===== config.mk =====
export PLATFORM = sky130hd
export DESIGN_NAME = ackSeqTop
export DESIGN_NICKNAME = d
export VERILOG_FILES = /design/src/rtl/ackSeqPkg.sv /design/src/rtl/ackSeqCtrl.sv /design/src/rtl/ackSeqData.sv /design/src/rtl/ackSeqTop.sv
export SDC_FILE = /design/constraint.sdc
export NUM_CORES = 1
export LEC_CHECK = 0
export CAP_MARGIN = 30
export CORE_MARGIN = 3
export CORE_UTILIZATION = 42
export CTS_BUF_LIST = sky130_fd_sc_hd__clkbuf_16
export DETAILED_ROUTE_END_ITERATION = 8
export DONT_BUFFER_PORTS = 1
export PLACE_DENSITY = 0.63
export SETUP_SLACK_MARGIN = 0.02
export SYNTH_ARGS = -nofsm -noshare
export SYNTH_HDL_FRONTEND = slang
export SYNTH_HIERARCHICAL = 1
export SYNTH_SLANG_ARGS = --single-unit

===== constraint.sdc =====
create_clock -name clk -period 4.25 [get_ports clk]
set_clock_uncertainty 0.15 [all_clocks]
set_input_delay 0.85 -clock clk [delete_from_list [all_inputs] [get_ports clk]]
set_output_delay 0.85 -clock clk [all_outputs]
set_load 0.1 [all_outputs]

===== src/rtl/ackSeqPkg.sv =====
package ackSeqPkg;
  localparam int LVL_W  = 3;
  localparam int DATA_W = 8;
  localparam int PH_W   = 2;
  localparam logic [DATA_W-1:0] CALL_OP = 8'hCD;
  localparam logic [LVL_W-1:0]  DEFAULT_LVL = '1;

  typedef struct packed {
    logic [PH_W-1:0]  phase;     // 0 idle, else current pulse number
    logic             ackLow;    // strobe registered low
    logic [LVL_W-1:0] lvl;       // frozen level
    logic             casActive; // master broadcasts lvl
  } seqCtl_t;
endpackage


===== src/rtl/ackSeqCtrl.sv =====
module ackSeqCtrl
  import ackSeqPkg::*;
(
  input  logic              clk,
  input  logic              rstN,
  input  logic              ackN,
  input  logic              initStart,
  input  logic              reqValid,
  input  logic [LVL_W-1:0]  reqLevel,
  input  logic              cpu16,
  input  logic              autoEoi,
  input  logic              isMaster,
  input  logic [(1<<LVL_W)-1:0] slaveMap,
  output seqCtl_t           ctl,
  output logic              freezePulse,
  output logic              setIsPulse,
  output logic [LVL_W-1:0]  setIsLevel,
  output logic              autoEoiPulse
);
  logic ackQ;
  logic [PH_W-1:0] phase;
  logic [PH_W-1:0] lastPhase;
  logic [LVL_W-1:0] lvl;
  logic spurious;
  logic casAct;
  logic fallEdge, riseEdge;

  assign fallEdge  = ackQ & ~ackN;
  assign riseEdge  = ~ackQ & ackN;
  assign lastPhase = cpu16 ? PH_W'(2) : PH_W'(3);

  always_ff @(posedge clk or negedge rstN) begin
    if (!rstN) begin
      ackQ         <= 1'b1;
      phase        <= '0;
      lvl          <= DEFAULT_LVL;
      spurious     <= 1'b0;
      casAct       <= 1'b0;
      freezePulse  <= 1'b0;
      setIsPulse   <= 1'b0;
      setIsLevel   <= '0;
      autoEoiPulse <= 1'b0;
    end else begin
      ackQ         <= ackN;
      freezePulse  <= 1'b0;
      setIsPulse   <= 1'b0;
      autoEoiPulse <= 1'b0;
      if (initStart) begin
        phase  <= '0;
        casAct <= 1'b0;
      end else if (fallEdge) begin
        if (phase == '0) begin
          phase       <= PH_W'(1);
          lvl         <= reqValid ? reqLevel : DEFAULT_LVL;
          spurious    <= ~reqValid;
          freezePulse <= 1'b1;
          if (cpu16 && reqValid) begin
            setIsPulse <= 1'b1;
            setIsLevel <= reqLevel;
          end
        end else begin
          phase <= phase + PH_W'(1);
          if (!cpu16 && phase == PH_W'(1) && !spurious) begin
            setIsPulse <= 1'b1;
            setIsLevel <= lvl;
          end
        end
      end else if (riseEdge && phase != '0) begin
        if (phase == lastPhase) begin
          phase        <= '0;
          casAct       <= 1'b0;
          autoEoiPulse <= autoEoi;
        end else if (phase == PH_W'(1)) begin
          casAct <= isMaster & slaveMap[lvl];
        end
      end
    end
  end

  assign ctl.phase     = phase;
  assign ctl.ackLow    = ~ackQ;
  assign ctl.lvl       = lvl;
  assign ctl.casActive = casAct;
endmodule


===== src/rtl/ackSeqData.sv =====
module ackSeqData
  import ackSeqPkg::*;
(
  input  seqCtl_t              ctl,
  input  logic                 cpu16,
  input  logic                 interval4,
  input  logic [2:0]           addrLow,
  input  logic [DATA_W-1:0]    hiByte,
  input  logic                 isMaster,
  input  logic [(1<<LVL_W)-1:0] slaveCfg,
  input  logic [LVL_W-1:0]     casIn,
  output logic [DATA_W-1:0]    dataOut,
  output logic                 dataOe,
  output logic [LVL_W-1:0]     casOut
);
  logic isOpcode, isVector, mayDrive;
  logic [DATA_W-1:0] lowByte, selByte;

  always_comb begin
    isOpcode = !cpu16 && ctl.phase == PH_W'(1);
    isVector = cpu16 ? (ctl.phase == PH_W'(2)) : (ctl.phase >= PH_W'(2));
    lowByte  = interval4 ? {addrLow, ctl.lvl, 2'b00}
                         : {addrLow[2:1], ctl.lvl, 3'b000};
    if (isOpcode)                    selByte = CALL_OP;
    else if (cpu16)                  selByte = {hiByte[7:3], ctl.lvl};
    else if (ctl.phase == PH_W'(2))  selByte = lowByte;
    else                             selByte = hiByte;
    if (isOpcode)      mayDrive = isMaster;
    else if (isVector) mayDrive = isMaster ? ~slaveCfg[ctl.lvl]
                                           : (casIn == slaveCfg[LVL_W-1:0]);
    else               mayDrive = 1'b0;
    dataOe  = ctl.ackLow && ctl.phase != '0 && mayDrive;
    dataOut = dataOe ? selByte : '0;
    casOut  = ctl.casActive ? ctl.lvl : '0;
  end
endmodule


===== src/rtl/ackSeqTop.sv =====
module ackSeqTop
  import ackSeqPkg::*;
(
  input  logic       clk,
  input  logic       rstN,
  input  logic       ackN,
  input  logic       initStart,
  input  logic       reqValid,
  input  logic [2:0] reqLevel,
  input  logic       cpu16,
  input  logic       interval4,
  input  logic [2:0] addrLow,
  input  logic [7:0] hiByte,
  input  logic       bufMode,
  input  logic       bufMaster,
  input  logic       rolePin,
  input  logic [7:0] slaveCfg,
  input  logic       autoEoi,
  input  logic [2:0] casIn,
  output logic [7:0] dataOut,
  output logic       dataOe,
  output logic [2:0] casOut,
  output logic       casOe,
  output logic       bufEnN,
  output logic       freezePulse,
  output logic       setIsPulse,
  output logic [2:0] setIsLevel,
  output logic       autoEoiPulse
);
  seqCtl_t ctl;
  logic isMaster;

  assign isMaster = bufMode ? bufMaster : rolePin;
  assign casOe    = isMaster;
  assign bufEnN   = ~(bufMode & dataOe);

  ackSeqCtrl u_ctrl (
    .clk(clk), .rstN(rstN), .ackN(ackN), .initStart(initStart),
    .reqValid(reqValid), .reqLevel(reqLevel), .cpu16(cpu16),
    .autoEoi(autoEoi), .isMaster(isMaster), .slaveMap(slaveCfg),
    .ctl(ctl), .freezePulse(freezePulse), .setIsPulse(setIsPulse),
    .setIsLevel(setIsLevel), .autoEoiPulse(autoEoiPulse)
  );

  ackSeqData u_data (
    .ctl(ctl), .cpu16(cpu16), .interval4(interval4), .addrLow(addrLow),
    .hiByte(hiByte), .isMaster(isMaster), .slaveCfg(slaveCfg),
    .casIn(casIn), .dataOut(dataOut), .dataOe(dataOe), .casOut(casOut)
  );
endmodule


==> results of run 1 <==
flip-flops by register name (all words and copies together), names as in the netlist:
name,flops
u_ctrl/ackQ,1
u_ctrl/autoEoiPulse,1
u_ctrl/casAct,1
u_ctrl/freezePulse,1
u_ctrl/lvl,3
u_ctrl/phase,2
u_ctrl/setIsLevel,3
u_ctrl/setIsPulse,1
u_ctrl/spurious,1
power by group:
part	internal [mW]	total [mW]	switching, mW
Clock	0.124	0.176	0.0520
Combinational	0.0620	0.142	0.0802
Sequential	0.157	0.262	0.105
final cells by class:
type,count,share of cell area [%]
multi-input cells,101,59.81
inverters,11,2.780
repair buffers,11,5.560
well taps,31,2.612
clock buffers,3,5.055
clock inverters,1,0.2527
flip-flops and latches,14,23.93
worst max-delay path by stage:
stage | startpoint | to | slack (ns) | cells after the start
after floorplan | cpu16 | dataOut[1] | -0.18 | 5
after global placement | bufMode | bufEnN | 0.69 | 5
after detailed placement | bufMode | bufEnN | 0.67 | 5
after CTS | bufMode | bufEnN | 0.67 | 5
after global routing | bufMode | bufEnN | 0.60 | 5
final | bufMode | bufEnN | 0.69 | 5
layer usage:
metal | global-route usage [%] | vias to the layer above | wire [µm]
met3 | 4.320 | 5 | 226
met5 | 0 | - | 0
li1 | - | 502 | -
met1 | 19.10 | 495 | 1143
met4 | 6.962 | 0 | 31
met2 | 30.56 | 34 | 1638
worst max-delay path, stage by stage:
cell and delay, ns:
mux2_4 0.43, o21ai_2 0.78, nor2_2 0.11, nand2_2 0.10, buf_4 0.28
cells in the mapped netlist (all sizes together) (4+ instances only):
cell type,n,area [µm²]
and2,4,26.28
o21ai,4,23.77
nand2,8,30.03
dfrtp,10,250.2
inv,11,41.29
nand3,4,20.02
mux2i,6,60.06
xor2,4,35.03
nor2,11,41.29
a21oi,9,45.04
a31oi,4,25.02
buf,4,28.78
mux2,8,93.84
nor3b,5,42.54
dfstp,4,105.1
nor3,5,45.04
cell families after synthesis:
| family | synth area share (%) |
|---|---|
| multiplexers | 18.24 |
| buffers and inverters | 5.978 |
| adder cells (fa/ha/maj) | 2.837 |
| AND/OR/NAND/NOR | 24.11 |
| XOR/XNOR | 2.837 |
| AO/OA/AOI/OAI | 17.22 |
| flip-flops | 28.77 |
==> results.md, run 1 <==
- Layout Area Growth over Synthesis: 20.26%
- Worst path arrival time: 2.56 ns
- Die ar.: 3627 µm²
- IO Count: 56
- Final Hold Fails: 0
- Area of the multi-input gates: 888.4 µm²
- Rel. slew slack: 35.35%
- Chip width: 60.23 µm
- Initial Util: 44.40%
- Crit path launch type: input port
- Number of global-route vias before repair: 1057
- CTS tree: built
- Initial antenna violation count: 0
- Outcome: finished clean
- CTS hold repair buffers: 0
- Yosys warnings: 6
- Max cap viols: 0
- Min Clock Period, post-route: 3.560 ns
- Num rows: 19
- CTS sink cnt: 14
- Layout Nets: 180
- Wirelength per Cell: 17.67 µm
- Worst Path Class, Setup: in2out
- FF+latch area: 355.3 µm²
- Root buf cell: clkbuf_16
- Syn Area/Cell: 9.427 µm²
- Synth Cell Area: 1235 µm²
- Critical Path Sink Type: output port
- Top FF cell, synth: dfrtp_1
- Place WS: 0.6690 ns
- Slew @ Worst Pin: 0.9765 ns
- P per Cell Area: 390.5 nW/µm²
- RR Startpoint: u_ctrl/phase[0]
- Vias: 1036
- First-pass GRT wire length: 4.657 mm
- GP Congestion: 0.7324
- Clock Tree Buf Depth: 2
- Worst IR Drop VDD: 0.0004084 V
- Number of gates resized after cts: 0
- Worst EP required: 3.25 ns
- 1st-iter DRT viols: 75
- Max FO, Critical Path: 9
- Seq/Total Area, Yosys: 28.77%
- Clk_lat worst skew: 0.24 ns
- Syn nets: 169
- I/O Buffers: 0
- Most frequent cells in the layout: buf_4, inv_1, nor2_1, dfrtp_1, a21oi_1
- Post-synth EDFFs: 0
- GRT Total Usage: 17.11%
- Worst R2R Setup Slack: 1.70 ns
- Reg2Reg Depth: 6
- Die Ht: 60.23 µm
- #FFs+latches synth: 14
- Cell count after placement: 168
- Routed wire length: 3.039 mm
- Util after Layout: 53.40%
- Period utilization: 83.76%
- Post-Layout Cell Count: 172
- Antenna Cells: 0
- DRC violations left: 0
- Final TNS setup: 0 ns
- Pleak: 0.6011 nW
- Asr flop ratio synth: 100.0%
- Worst r2r dst: u_ctrl/setIsLevel[0]
- Share of layout cells above drive strength 1: 32.62%
- TritonCTS Buffers: 3
- Final setup vio count: 0
- Routed vias/inst: 6.023
- Gr ovfl total: 0
- HPWL after detailed placement: 2.354 mm
- 1st-pass router iterations: 4
- Worst Slack Setup Final: 0.6904 ns
- H-tree Lvls: 1
- Max Slew Vio Count: 0
- Worst-path clk slew: 0.05 ns
- Hold crit path type: in2async
- Hold slack: 0.1510 ns
- Pwr Total: 0.5800 mW
- # Post-CTS Setup Buffers: 0
- Unrepaired setup endpoints after global routing: false
- Core area: 2781 µm²
- Pin count of the biggest net entering global routing: 20
- Cells after Synth: 131
- Finished Cell Area: 1485 µm²
- Library cells used by synthesis: 46
- Layout fillers: 255
- Placed instance area: 1406 µm²
- Antenna-violating nets left: 0
- Max Freq: 0.2809 GHz
No activity file was read; power rests on OpenSTA's default activity.
==> run 2: changes to the inputs <==
Settings changed: PLACE_DENSITY 0.63 to 0.66.
Clock period 4.25 ns to 3.2 ns, I/O delays scaled along.
==> results.md, run 2 (same netlist as run 1, synthesis figures left out) <==
- Outcome: finished clean
- Most frequent cells in the layout: inv_1, nor2_1, dfrtp_1
- Worst path arrival time: 2.29 ns
- Slew @ Worst Pin: 0.9007 ns
- Critical Path Sink Type: output port
- CTS tree: built
- Gr ovfl total: 0
- H-tree Lvls: 1
- Worst R2R Setup Slack: 0.64 ns
- Hold crit path type: in2async
- Num rows: 19
- Pleak: 0.6511 nW
- Max FO, Critical Path: 6
- Number of global-route vias before repair: 1136
- Die ar.: 3627 µm²
- Vias: 1079
- Min Clock Period, post-route: 3.083 ns
- Share of layout cells above drive strength 1: 34.25%
- Worst r2r dst: u_ctrl/setIsLevel[0]
- P per Cell Area: 476.3 nW/µm²
- Reg2Reg Depth: 7
- Routed wire length: 3.104 mm
- Commonest non-fill, non-tap cell in the layout: inv_1
- Layout Area Growth over Synthesis: 34.75%
- IO Count: 56
- DRC violations left: 0
- CTS sink cnt: 14
- Layout fillers: 238
- GP Congestion: 0.7653
- Antenna-violating nets left: 0
- Wirelength per Cell: 17.54 µm
- Die Ht: 60.23 µm
- Worst Slack Setup Final: 0.1174 ns
- Post-Layout Cell Count: 177
- 1st-pass router iterations: 4
- Clock Tree Buf Depth: 2
- Max Freq: 0.3244 GHz
- GRT Total Usage: 18.12%
- Core area: 2781 µm²
- Critical Path Start: u_ctrl/lvl[0]
- HPWL after detailed placement: 2.424 mm
- Rel. slew slack: 39.96%
- Initial Util: 44.40%
- Pin count of the biggest net entering global routing: 14
- TritonCTS Buffers: 3
- Worst IR Drop VDD: 0.0006970 V
- Final Hold Fails: 0
- Routed vias/inst: 6.096
- Worst Path Class, Setup: reg2out
- Number of gates resized after cts: 0
- Crit path launch type: register
- Root buf cell: clkbuf_16
- Place WS: 0.2394 ns
- Largest registers: u_ctrl/lvl: 3 flops, u_ctrl/setIsLevel: 3 flops, u_ctrl/phase: 2 flops
- Pwr Total: 0.7926 mW
- Unrepaired setup endpoints after global routing: false
- Max cap viols: 0
- Cell count after placement: 171
- I/O Buffers: 0
- 1st-iter DRT viols: 24
- Max Slew Vio Count: 0
- Chip width: 60.23 µm
- Antenna Cells: 0
- RR Startpoint: u_ctrl/phase[0]
- Worst-path clk slew: 0.05 ns
- Clk_lat worst skew: 0.24 ns
- Worst EP required: 2.41 ns
- First-pass GRT wire length: 4.954 mm
- Layout Nets: 185
- Final setup vio count: 0
- Initial antenna violation count: 0
- Period utilization: 96.33%
[run 2: cell types whose count changed in the layout (fill, tap and decap cells not counted)]
| cell | before | now |
|---|---|---|
| buf_12 | 0 | 9 |
| buf_4 | 11 | 6 |
| dlygate4sd3_1 | 0 | 1 |
| nand2_2 | 1 | 0 |
| nand2_8 | 0 | 1 |
| nor2_2 | 1 | 0 |
| nor2_4 | 0 | 1 |
| o21ai_2 | 1 | 0 |
| o21ai_4 | 0 | 1 |
[run 2: power breakdown]
part           internal [mW]  leakage, nW  total (mW)  switching, mW
Clock                  0.165       0.0385       0.235         0.0699
Sequential             0.208        0.173       0.340          0.132
Combinational         0.0973        0.440       0.218          0.121
[run 2: timing repair]
item	4_1_cts	5_1_grt
hold buffers	1	0
setup endpoints to repair	2	0
endpoints found under the hold margin	10	0
setup buffers	1	0
[run 2: worst max-delay path by stage]
stage / end / slack, ns
detailed placement: dataOut[2] / 0.24
global route: dataOut[2] / 0.02
global placement: dataOut[2] / 0.29
CTS: dataOut[2] / 0.1
floorplan: dataOut[1] / -0.17
finish: dataOut[2] / 0.12
[run 2: final cells by class]
cell class	count	area (µm²)	share of cell area, %
clock buffer	3	75.07	4.511
clock inverter	1	3.754	0.2256
inverter	11	41.29	2.481
multi-input combinational	101	914.6	54.96
sequential	14	355.3	21.35
tap	31	38.79	2.331
timing repair buffer	16	235.2	14.14
[run 2: routing by layer]
| metal | up-vias | GRT usage (%) | part of all wire, % |
|---|---|---|---|
| met2 | 36 | 29.94 | 51 |
| met5 | - | 0 | 0 |
| met1 | 526 | 21.70 | 40 |
| met4 | 0 | 5.696 | 1.1 |
| li1 | 513 | - | - |
| met3 | 4 | 6.695 | 8.2 |
[run 2: worst max-delay path: stages, from the launching register on]
cell and delay, ns:
dfstp_2 0.56, mux4_2 0.49, and3b_4 0.23, a21o_4 0.29, a211oi_4 0.26, buf_12 0.21
[run 2: metrics by stage]
stage	hold slack (ns)	utilization [%]	instance area (µm²)	TNS [ns]
global placement	0.1947	56.37	1568	0
detailed placement	0.1947	56.37	1568	0
CTS	0.08516	59.83	1664	0
global route	0.07888	59.83	1664	0
floorplan	0.1944	-	1344	-0.6895
finish	0.08832	59.83	1664	0
